[src/rtl/scan_seq_pkg.sv]
package scan_seq_pkg;
  localparam int PTR_W = 4;
  localparam int LEN_W = 5;

  typedef enum logic [1:0] {S_IDLE, S_RUN, S_DONE} seq_state_e;

  typedef struct packed {
    logic             clear;
    logic [LEN_W-1:0] loadLen;
    logic             wrEn;
    logic [PTR_W-1:0] wrIdx;
    logic             readEn;
  } dp_ctl_t;
endpackage

[src/rtl/scan_seq_ctrl.sv]
module scan_seq_ctrl
  import scan_seq_pkg::*;
#(
  parameter int NUM_CH            = 8,
  parameter int ACQ_TICKS_NARROW  = 6,
  parameter int ACQ_TICKS_WIDE    = 18,
  parameter int CONV_TICKS_NARROW = 25,
  parameter int CONV_TICKS_WIDE   = 32
) (
  input  logic                      clk,
  input  logic                      rstN,
  input  logic                      csN,
  input  logic                      cmdValid,
  input  logic [$clog2(NUM_CH)-1:0] cmdChan,
  input  logic [1:0]                cmdScan,
  input  logic                      cmdIntClk,
  input  logic                      cmdWide,
  input  logic                      tickEn,
  input  logic                      resValid,
  output logic [$clog2(NUM_CH)-1:0] chanSel,
  output logic                      sampleStb,
  output logic                      eocN,
  output dp_ctl_t                   dpCtl
);
  localparam int CH_W = $clog2(NUM_CH);
  localparam int MAXT = (CONV_TICKS_WIDE > CONV_TICKS_NARROW) ? CONV_TICKS_WIDE : CONV_TICKS_NARROW;
  localparam int TW   = $clog2(MAXT);
  localparam logic [PTR_W-1:0] HALF_CH = PTR_W'(NUM_CH / 2);

  seq_state_e       state;
  logic [PTR_W-1:0] pos, base;
  logic [LEN_W-1:0] len;
  logic             rep, wideQ, sampled, resGot;
  logic [TW-1:0]    tickCnt, acqLast, convLast;

  logic [PTR_W-1:0] cmdN, decBase, chanSum;
  logic [LEN_W-1:0] decLen;
  logic             decRep, start, lastPos, captureOk;

  assign cmdN = {{(PTR_W-CH_W){1'b0}}, cmdChan};
  assign start = cmdValid && !csN;

  // scan-list decode from the incoming command fields
  always_comb begin
    decBase = cmdN;
    decLen  = LEN_W'(1);
    decRep  = 1'b1;
    if (cmdIntClk) begin
      case (cmdScan)
        2'b01: begin
          decBase = '0;
          decLen  = LEN_W'(cmdN) + LEN_W'(1);
          decRep  = 1'b0;
        end
        2'b10: begin
          if (cmdN >= HALF_CH) begin
            decBase = HALF_CH;
            decLen  = LEN_W'(cmdN - HALF_CH) + LEN_W'(1);
            decRep  = 1'b0;
          end
        end
        2'b11: decLen = LEN_W'(NUM_CH);
        default: ;
      endcase
    end
  end

  assign acqLast  = wideQ ? TW'(ACQ_TICKS_WIDE - 1)  : TW'(ACQ_TICKS_NARROW - 1);
  assign convLast = wideQ ? TW'(CONV_TICKS_WIDE - 1) : TW'(CONV_TICKS_NARROW - 1);
  assign lastPos  = ({1'b0, pos} + LEN_W'(1)) == len;
  assign captureOk = (state == S_RUN) && resValid && sampled && !resGot && !csN && !cmdValid;

  always_ff @(posedge clk or negedge rstN) begin
    if (!rstN) begin
      state     <= S_IDLE;
      pos       <= '0;
      base      <= '0;
      len       <= '0;
      rep       <= 1'b0;
      wideQ     <= 1'b0;
      sampled   <= 1'b0;
      resGot    <= 1'b0;
      tickCnt   <= '0;
      sampleStb <= 1'b0;
    end else if (csN) begin
      state     <= S_IDLE;
      sampleStb <= 1'b0;
    end else if (cmdValid) begin
      state     <= S_RUN;
      pos       <= '0;
      base      <= decBase;
      len       <= decLen;
      rep       <= decRep;
      wideQ     <= cmdWide;
      sampled   <= 1'b0;
      resGot    <= 1'b0;
      tickCnt   <= '0;
      sampleStb <= 1'b0;
    end else if (state == S_RUN) begin
      sampleStb <= 1'b0;
      if (captureOk) resGot <= 1'b1;
      if (tickEn) begin
        if (tickCnt == acqLast) begin
          sampleStb <= 1'b1;
          sampled   <= 1'b1;
        end
        if (tickCnt == convLast) begin
          if (resGot) begin
            if (lastPos) state <= S_DONE;
            else begin
              pos     <= pos + PTR_W'(1);
              tickCnt <= '0;
              sampled <= 1'b0;
              resGot  <= 1'b0;
            end
          end
        end else begin
          tickCnt <= tickCnt + TW'(1);
        end
      end
    end
  end

  assign chanSum = base + pos;
  assign chanSel = rep ? base[CH_W-1:0] : chanSum[CH_W-1:0];
  assign eocN    = (state != S_DONE);

  assign dpCtl.clear   = start;
  assign dpCtl.loadLen = decLen;
  assign dpCtl.wrEn    = captureOk;
  assign dpCtl.wrIdx   = pos;
  assign dpCtl.readEn  = (state == S_DONE);

  AST_ABORT_IDLE: assert property (@(posedge clk) disable iff (!rstN)
    csN |=> (state == S_IDLE && eocN));
  AST_STB_IN_RUN: assert property (@(posedge clk) disable iff (!rstN)
    sampleStb |-> ($past(state) == S_RUN));
  AST_POS_RANGE: assert property (@(posedge clk) disable iff (!rstN)
    (state == S_RUN) |-> ({1'b0, pos} < len));
  AST_TICK_RANGE: assert property (@(posedge clk) disable iff (!rstN)
    (state == S_RUN) |-> (tickCnt <= convLast));
  AST_EOC_AFTER_LAST: assert property (@(posedge clk) disable iff (!rstN)
    $fell(eocN) |-> ($past(state) == S_RUN && $past(resGot)));
endmodule

[src/rtl/scan_seq_dp.sv]
module scan_seq_dp
  import scan_seq_pkg::*;
#(
  parameter int NUM_CH = 8,
  parameter int RES_W  = 16
) (
  input  logic             clk,
  input  logic             rstN,
  input  logic             sclk,
  input  dp_ctl_t          dpCtl,
  input  logic [RES_W-1:0] resData,
  output logic             dout
);
  localparam int CH_W  = $clog2(NUM_CH);
  localparam int BIT_W = $clog2(RES_W);
  localparam int BP_W  = CH_W + BIT_W;

  logic [RES_W-1:0] rdWords [NUM_CH];
  logic [LEN_W-1:0] cnt;
  logic [BP_W-1:0]  bitPtr, lastBit;
  logic             sclkQ, sclkFall;
  logic [CH_W-1:0]  wordIdx;
  logic [BIT_W-1:0] bitInWord;

  for (genvar e = 0; e < NUM_CH; e++) begin : g_entry
    logic [RES_W-1:0] word;
    always_ff @(posedge clk) begin
      if (dpCtl.wrEn && dpCtl.wrIdx == PTR_W'(e)) word <= resData;
    end
    assign rdWords[e] = word;
  end

  assign sclkFall = sclkQ && !sclk;
  assign lastBit  = BP_W'(int'(cnt) * RES_W - 1);

  always_ff @(posedge clk or negedge rstN) begin
    if (!rstN) begin
      sclkQ  <= 1'b0;
      cnt    <= '0;
      bitPtr <= '0;
    end else begin
      sclkQ <= sclk;
      if (dpCtl.clear) begin
        cnt    <= dpCtl.loadLen;
        bitPtr <= '0;
      end else if (dpCtl.readEn && sclkFall) begin
        bitPtr <= (bitPtr == lastBit) ? '0 : bitPtr + BP_W'(1);
      end
    end
  end

  assign wordIdx   = bitPtr[BP_W-1:BIT_W];
  assign bitInWord = bitPtr[BIT_W-1:0];
  assign dout      = dpCtl.readEn ? rdWords[wordIdx][~bitInWord] : 1'b0;

  AST_DOUT_QUIET: assert property (@(posedge clk) disable iff (!rstN)
    !dpCtl.readEn |-> !dout);
  AST_PTR_WRAP: assert property (@(posedge clk) disable iff (!rstN)
    (dpCtl.readEn && $past(dpCtl.readEn) && $past(sclkFall) && $past(bitPtr) == $past(lastBit))
    |-> (bitPtr == '0));
  AST_CNT_VALID: assert property (@(posedge clk) disable iff (!rstN)
    dpCtl.readEn |-> (cnt != '0 && int'(cnt) <= NUM_CH));
endmodule

[src/rtl/scan_seq.sv]
module scan_seq
  import scan_seq_pkg::*;
#(
  parameter int NUM_CH            = 8,
  parameter int RES_W             = 16,
  parameter int ACQ_TICKS_NARROW  = 6,
  parameter int ACQ_TICKS_WIDE    = 18,
  parameter int CONV_TICKS_NARROW = 25,
  parameter int CONV_TICKS_WIDE   = 32
) (
  input  logic                      clk,
  input  logic                      rstN,
  input  logic                      csN,
  input  logic                      sclk,
  input  logic                      cmdValid,
  input  logic [$clog2(NUM_CH)-1:0] cmdChan,
  input  logic [1:0]                cmdScan,
  input  logic                      cmdIntClk,
  input  logic                      cmdWide,
  input  logic                      tickEn,
  input  logic                      resValid,
  input  logic [RES_W-1:0]          resData,
  output logic [$clog2(NUM_CH)-1:0] chanSel,
  output logic                      sampleStb,
  output logic                      eocN,
  output logic                      dout
);
  dp_ctl_t dpCtl;

  scan_seq_ctrl #(
    .NUM_CH(NUM_CH), .ACQ_TICKS_NARROW(ACQ_TICKS_NARROW), .ACQ_TICKS_WIDE(ACQ_TICKS_WIDE),
    .CONV_TICKS_NARROW(CONV_TICKS_NARROW), .CONV_TICKS_WIDE(CONV_TICKS_WIDE)
  ) u_ctrl (
    .clk(clk), .rstN(rstN), .csN(csN), .cmdValid(cmdValid), .cmdChan(cmdChan),
    .cmdScan(cmdScan), .cmdIntClk(cmdIntClk), .cmdWide(cmdWide), .tickEn(tickEn),
    .resValid(resValid), .chanSel(chanSel), .sampleStb(sampleStb), .eocN(eocN),
    .dpCtl(dpCtl)
  );

  scan_seq_dp #(.NUM_CH(NUM_CH), .RES_W(RES_W)) u_dp (
    .clk(clk), .rstN(rstN), .sclk(sclk), .dpCtl(dpCtl), .resData(resData), .dout(dout)
  );
endmodule

[config.mk]
export PLATFORM = sky130hd
export DESIGN_NAME = scan_seq
export DESIGN_NICKNAME = d
export VERILOG_FILES = /design/src/rtl/scan_seq_pkg.sv /design/src/rtl/scan_seq_ctrl.sv /design/src/rtl/scan_seq_dp.sv /design/src/rtl/scan_seq.sv
export SDC_FILE = /design/constraint.sdc
export NUM_CORES = 1
export LEC_CHECK = 0
export ABC_CLOCK_PERIOD_IN_PS = 2900
export BUFFER_PORTS_ARGS = -buffer_cell sky130_fd_sc_hd__buf_2
export CAP_MARGIN = 20
export CORE_MARGIN = 1.5
export CORE_UTILIZATION = 30
export DETAILED_ROUTE_END_ITERATION = 8
export HOLD_SLACK_MARGIN = 0.05
export PLACE_DENSITY = 0.49
export SYNTH_ARGS = -nofsm -noshare
export SYNTH_HDL_FRONTEND = slang
export SYNTH_HIERARCHICAL = 1
export SYNTH_SLANG_ARGS = --single-unit
[constraint.sdc]
create_clock -name clk -period 2.9 [get_ports clk]
set_input_delay 0.29 -clock clk [delete_from_list [all_inputs] [get_ports clk]]
set_output_delay 0.29 -clock clk [all_outputs]
set_load 0.05 [all_outputs]
==> results.md <==
- Yosys cell types: 66
- Worst Hold End: u_ctrl/rep
- Most frequent cells in the layout: edfxtp_1 (128), buf_2 (34), dfrtp_1 (32)
- Hold Crit Start: cmdIntClk
- Largest net degree at the start of global routing: 36
- Syn_nets: 529
- Failing checks: negative setup slack
- Layout cells sized above 1: 0.251
- I/O Pins: 36
- Final Max Slew Viols: 0
- Antenna violations before repair: 0
- Worst skew pair latency: 0.43 ns
- CP most frequent cell: mux4_2
- Worst Path Max Fanout: 9
- GRT Residual Overflow: 0
- First-pass GRT wire length: 26300 µm
- Synthesis-to-finish area growth: 18.3%
- Most common cell after layout, fill and taps aside: edfxtp_1
- Reg clk slew, reported paths: 0.06 ns
- CP arrival: 2.63 ns
- PnR worst setup slack: -0.0225 ns
- Status: complete, but fails checks
- Power, Total: slightly below 5 mW
- Max-slew headroom at the worst pin: 0.432
- Die width: 160 µm
- Worst Skew: 0.00738 ns
- Crit end category: primary output
- Post-route ant nets: 0
- DR vias: 4318
- Worst vdd ir: about 0.25 mV
- Root Driver: clkbuf_16
- Setup Viol. Count Final: 1
- Detailed Route WL: 16400 µm
- Yosys top cell by area: edfxtp_1
- Minimum clock period: 2.92 ns
- Post-synth top area share: 0.519
- Seq/Total Area, Yosys: 0.638
- GRT Overall Usage: 0.135
- Max incr delay on CP: 0.50 ns
- Port-buffer cells: 35
- Reg2reg start: u_ctrl/pos[2]
- Final hold vios: 0
- Ys flop type: edfxtp_1
- Post-Syn Area per Cell: 15.3 µm²
- Die area: ~26000 µm²
- Setup WS pre-CTS: approximately 0.20 ns
- Largest cells by area after synthesis: edfxtp_1 (52%), dfrtp_1 (12%), mux4_2 (6.1%)
- First DRT Iteration DRCs: ~330
- CTS tree: yes
- FFs w/ async S/R, synth: 0.215
- Worst setup SP type: register
- # diodes: 0
- Max Root-Sink Buffers: 2
- Placed cell area: 8100 µm²
- Power Density: 561 nW/µm²
- Slowest cell on crit path: mux4_2
- Via/cell ratio: between 4 and 5
- Worst EP required: 2.61 ns
- Cell chain of the critical path: buf_12, mux4_2, mux2i_1, mux4_2, nand3b_1, a311oi_2, buf_6
- RR Endpoint: u_ctrl/tickCnt[2]
- Worst hold path stage count: 2
- Mapped cell area: 7400 µm²
- Core footprint: 24200 µm²
- Final period utilization: 1.01
- DR WL/cell: 18.6 µm
- CP Class: register to primary output
- Cell count after synthesis: 485
- DP HPWL: between 10000 and 15000 µm
- Finished Cell Area: 8760 µm²
- Ys Warns: 6
- Starting Density: 0.305
- TritonRoute pass-1 iters: 4
- Die Y: roughly 160 µm
- RSZ-0062 raised after global routing: true
- Post-synth EDFFs: 128
- Worst slew pin tran: 0.853 ns
- CTS Buf Count: 17
- Reg2reg path depth: 5
- Layout Nets: 590
- Clock Sinks: 163
- CTS H-tree depth: 4
- Worst reg-to-reg setup slack: between 0.4 and 0.5 ns
- Max-cap violations: 0
- Flops & latches, synth: 163
- FP Rows: 57
- Pleak: 3.10 nW
- Vias in the first global route: about 4600
- DRC errors left: 0
- Hold crit path type: primary input to register
- GP Congestion: 0.793
- Fmax: around 340 MHz
==> per-stage QoR <==
stage / utilization / TNS [ns] / std cells / hold slack, ns
2_1_floorplan: - / 0 / 485 / -0.00559
3_3_place_gp: 0.334 / 0 / 842 / 0.421
3_5_place_dp: 0.334 / 0 / 842 / 0.421
4_1_cts: 0.361 / -0.0598 / 882 / 0.0579
5_1_grt: 0.361 / -0.132 / 882 / 0.0763
6_report: 0.361 / -0.0225 / 882 / 0.0788
==> layer usage <==
metal | vias up | global-route usage | wire length [µm]
met5 | - | 0 | 0
met4 | 0 | 0.0450 | 208
met3 | 14 | 0.0294 | 521
met2 | 67 | 0.219 | 7910
met1 | 2220 | 0.180 | 7780
li1 | 2017 | - | -
==> synth_stat cells, drive strengths merged (3+ instances only) <==
| cell | instances |
|---|---|
| a311oi | 5 |
| o211ai | 3 |
| inv | 23 |
| and2 | 3 |
| and3 | 5 |
| edfxtp | 128 |
| xor2 | 6 |
| o31ai | 3 |
| nor2b | 5 |
| o21ai | 23 |
| nand2 | 23 |
| a2111oi | 4 |
| nor2 | 24 |
| nor4 | 4 |
| nand3 | 13 |
| o41ai | 3 |
| mux2 | 13 |
| dfrtp | 35 |
| nand2b | 11 |
| buf | 14 |
| ha | 13 |
| mux4 | 27 |
| a31oi | 5 |
| clkbuf | 9 |
| a21o | 4 |
| xnor2 | 5 |
| nand3b | 7 |
| mux2i | 17 |
| nor3 | 6 |
| o21bai | 3 |
| a21oi | 8 |
| a211o | 3 |
==> report_power, final <==
group          internal, mW  switching, mW
registers              2.55         0.0417
logic                 0.100          0.171
clock network          1.10          0.942
==> cell type report <==
class	count	area, µm²
sequential	163	4720
inverter	23	88.8
multi-input combinational	276	2470
tap	324	405
fill	2323	15500
clock buffer	18	429
timing repair buffer	65	534
clock inverter	13	104
==> repair_timing <==
action,4_1_cts,5_1_grt
resized for setup,7,1
setup buffers,5,0
pin swaps,2,0
hold buffers,3,0
endpoints found under the setup margin,1,1
hold endpoints to repair,37,0
cloned,1,0
==> registers in the layout, summed over array words and instances, names as in the netlist <==
register           count
u_ctrl/sampled         1
u_ctrl/rep             1
u_ctrl/wideQ           1
u_ctrl/base            3
u_ctrl/resGot          1
u_ctrl/sampleStb       1
u_dp/g_entry.word    128
u_dp/cnt               3
u_dp/sclkQ             1
u_ctrl/len             5
u_ctrl/pos             4
u_dp/bitPtr            7
u_ctrl/tickCnt         5
u_ctrl/state           2
==> worst max-delay path, delay by kind of cell, from the launching register on <==
family                 cells  cell delay (ns)
muxes                      3             0.91
DFF                        1             0.44
buffers and inverters      2             0.37
AOI/OAI and AO/OA          1             0.28
and+or+nand+nor            1             0.20
==> worst max-delay path by stage <==
stage	slack [ns]	cells past startpoint	endpoint	from
6_report	-0.02	7	dout	u_dp/bitPtr[4]
5_1_grt	-0.13	7	dout	u_dp/bitPtr[4]
4_1_cts	-0.06	7	dout	u_dp/bitPtr[4]
3_5_place_dp	0.20	7	dout	u_dp/bitPtr[5]
3_3_place_gp	0.22	6	dout	u_dp/bitPtr[6]
2_1_floorplan	0.19	6	dout	u_dp/bitPtr[4]
==> cells by family (layout without fill, tap and decap cells) <==
family | after synthesis | after routing | synth area share
muxes | 57 | 57 | 0.128
AOI/OAI and AO/OA | 82 | 82 | 0.0838
xor gates and xnor gates | 12 | 12 | 0.0162
adders and majority gates | 14 | 14 | 0.0247
DFF | 163 | 163 | 0.638
and+or+nand+nor | 111 | 111 | 0.0784
buffers and inverters | 46 | 119 | 0.0308
Power figures use the tool's default switching activity.
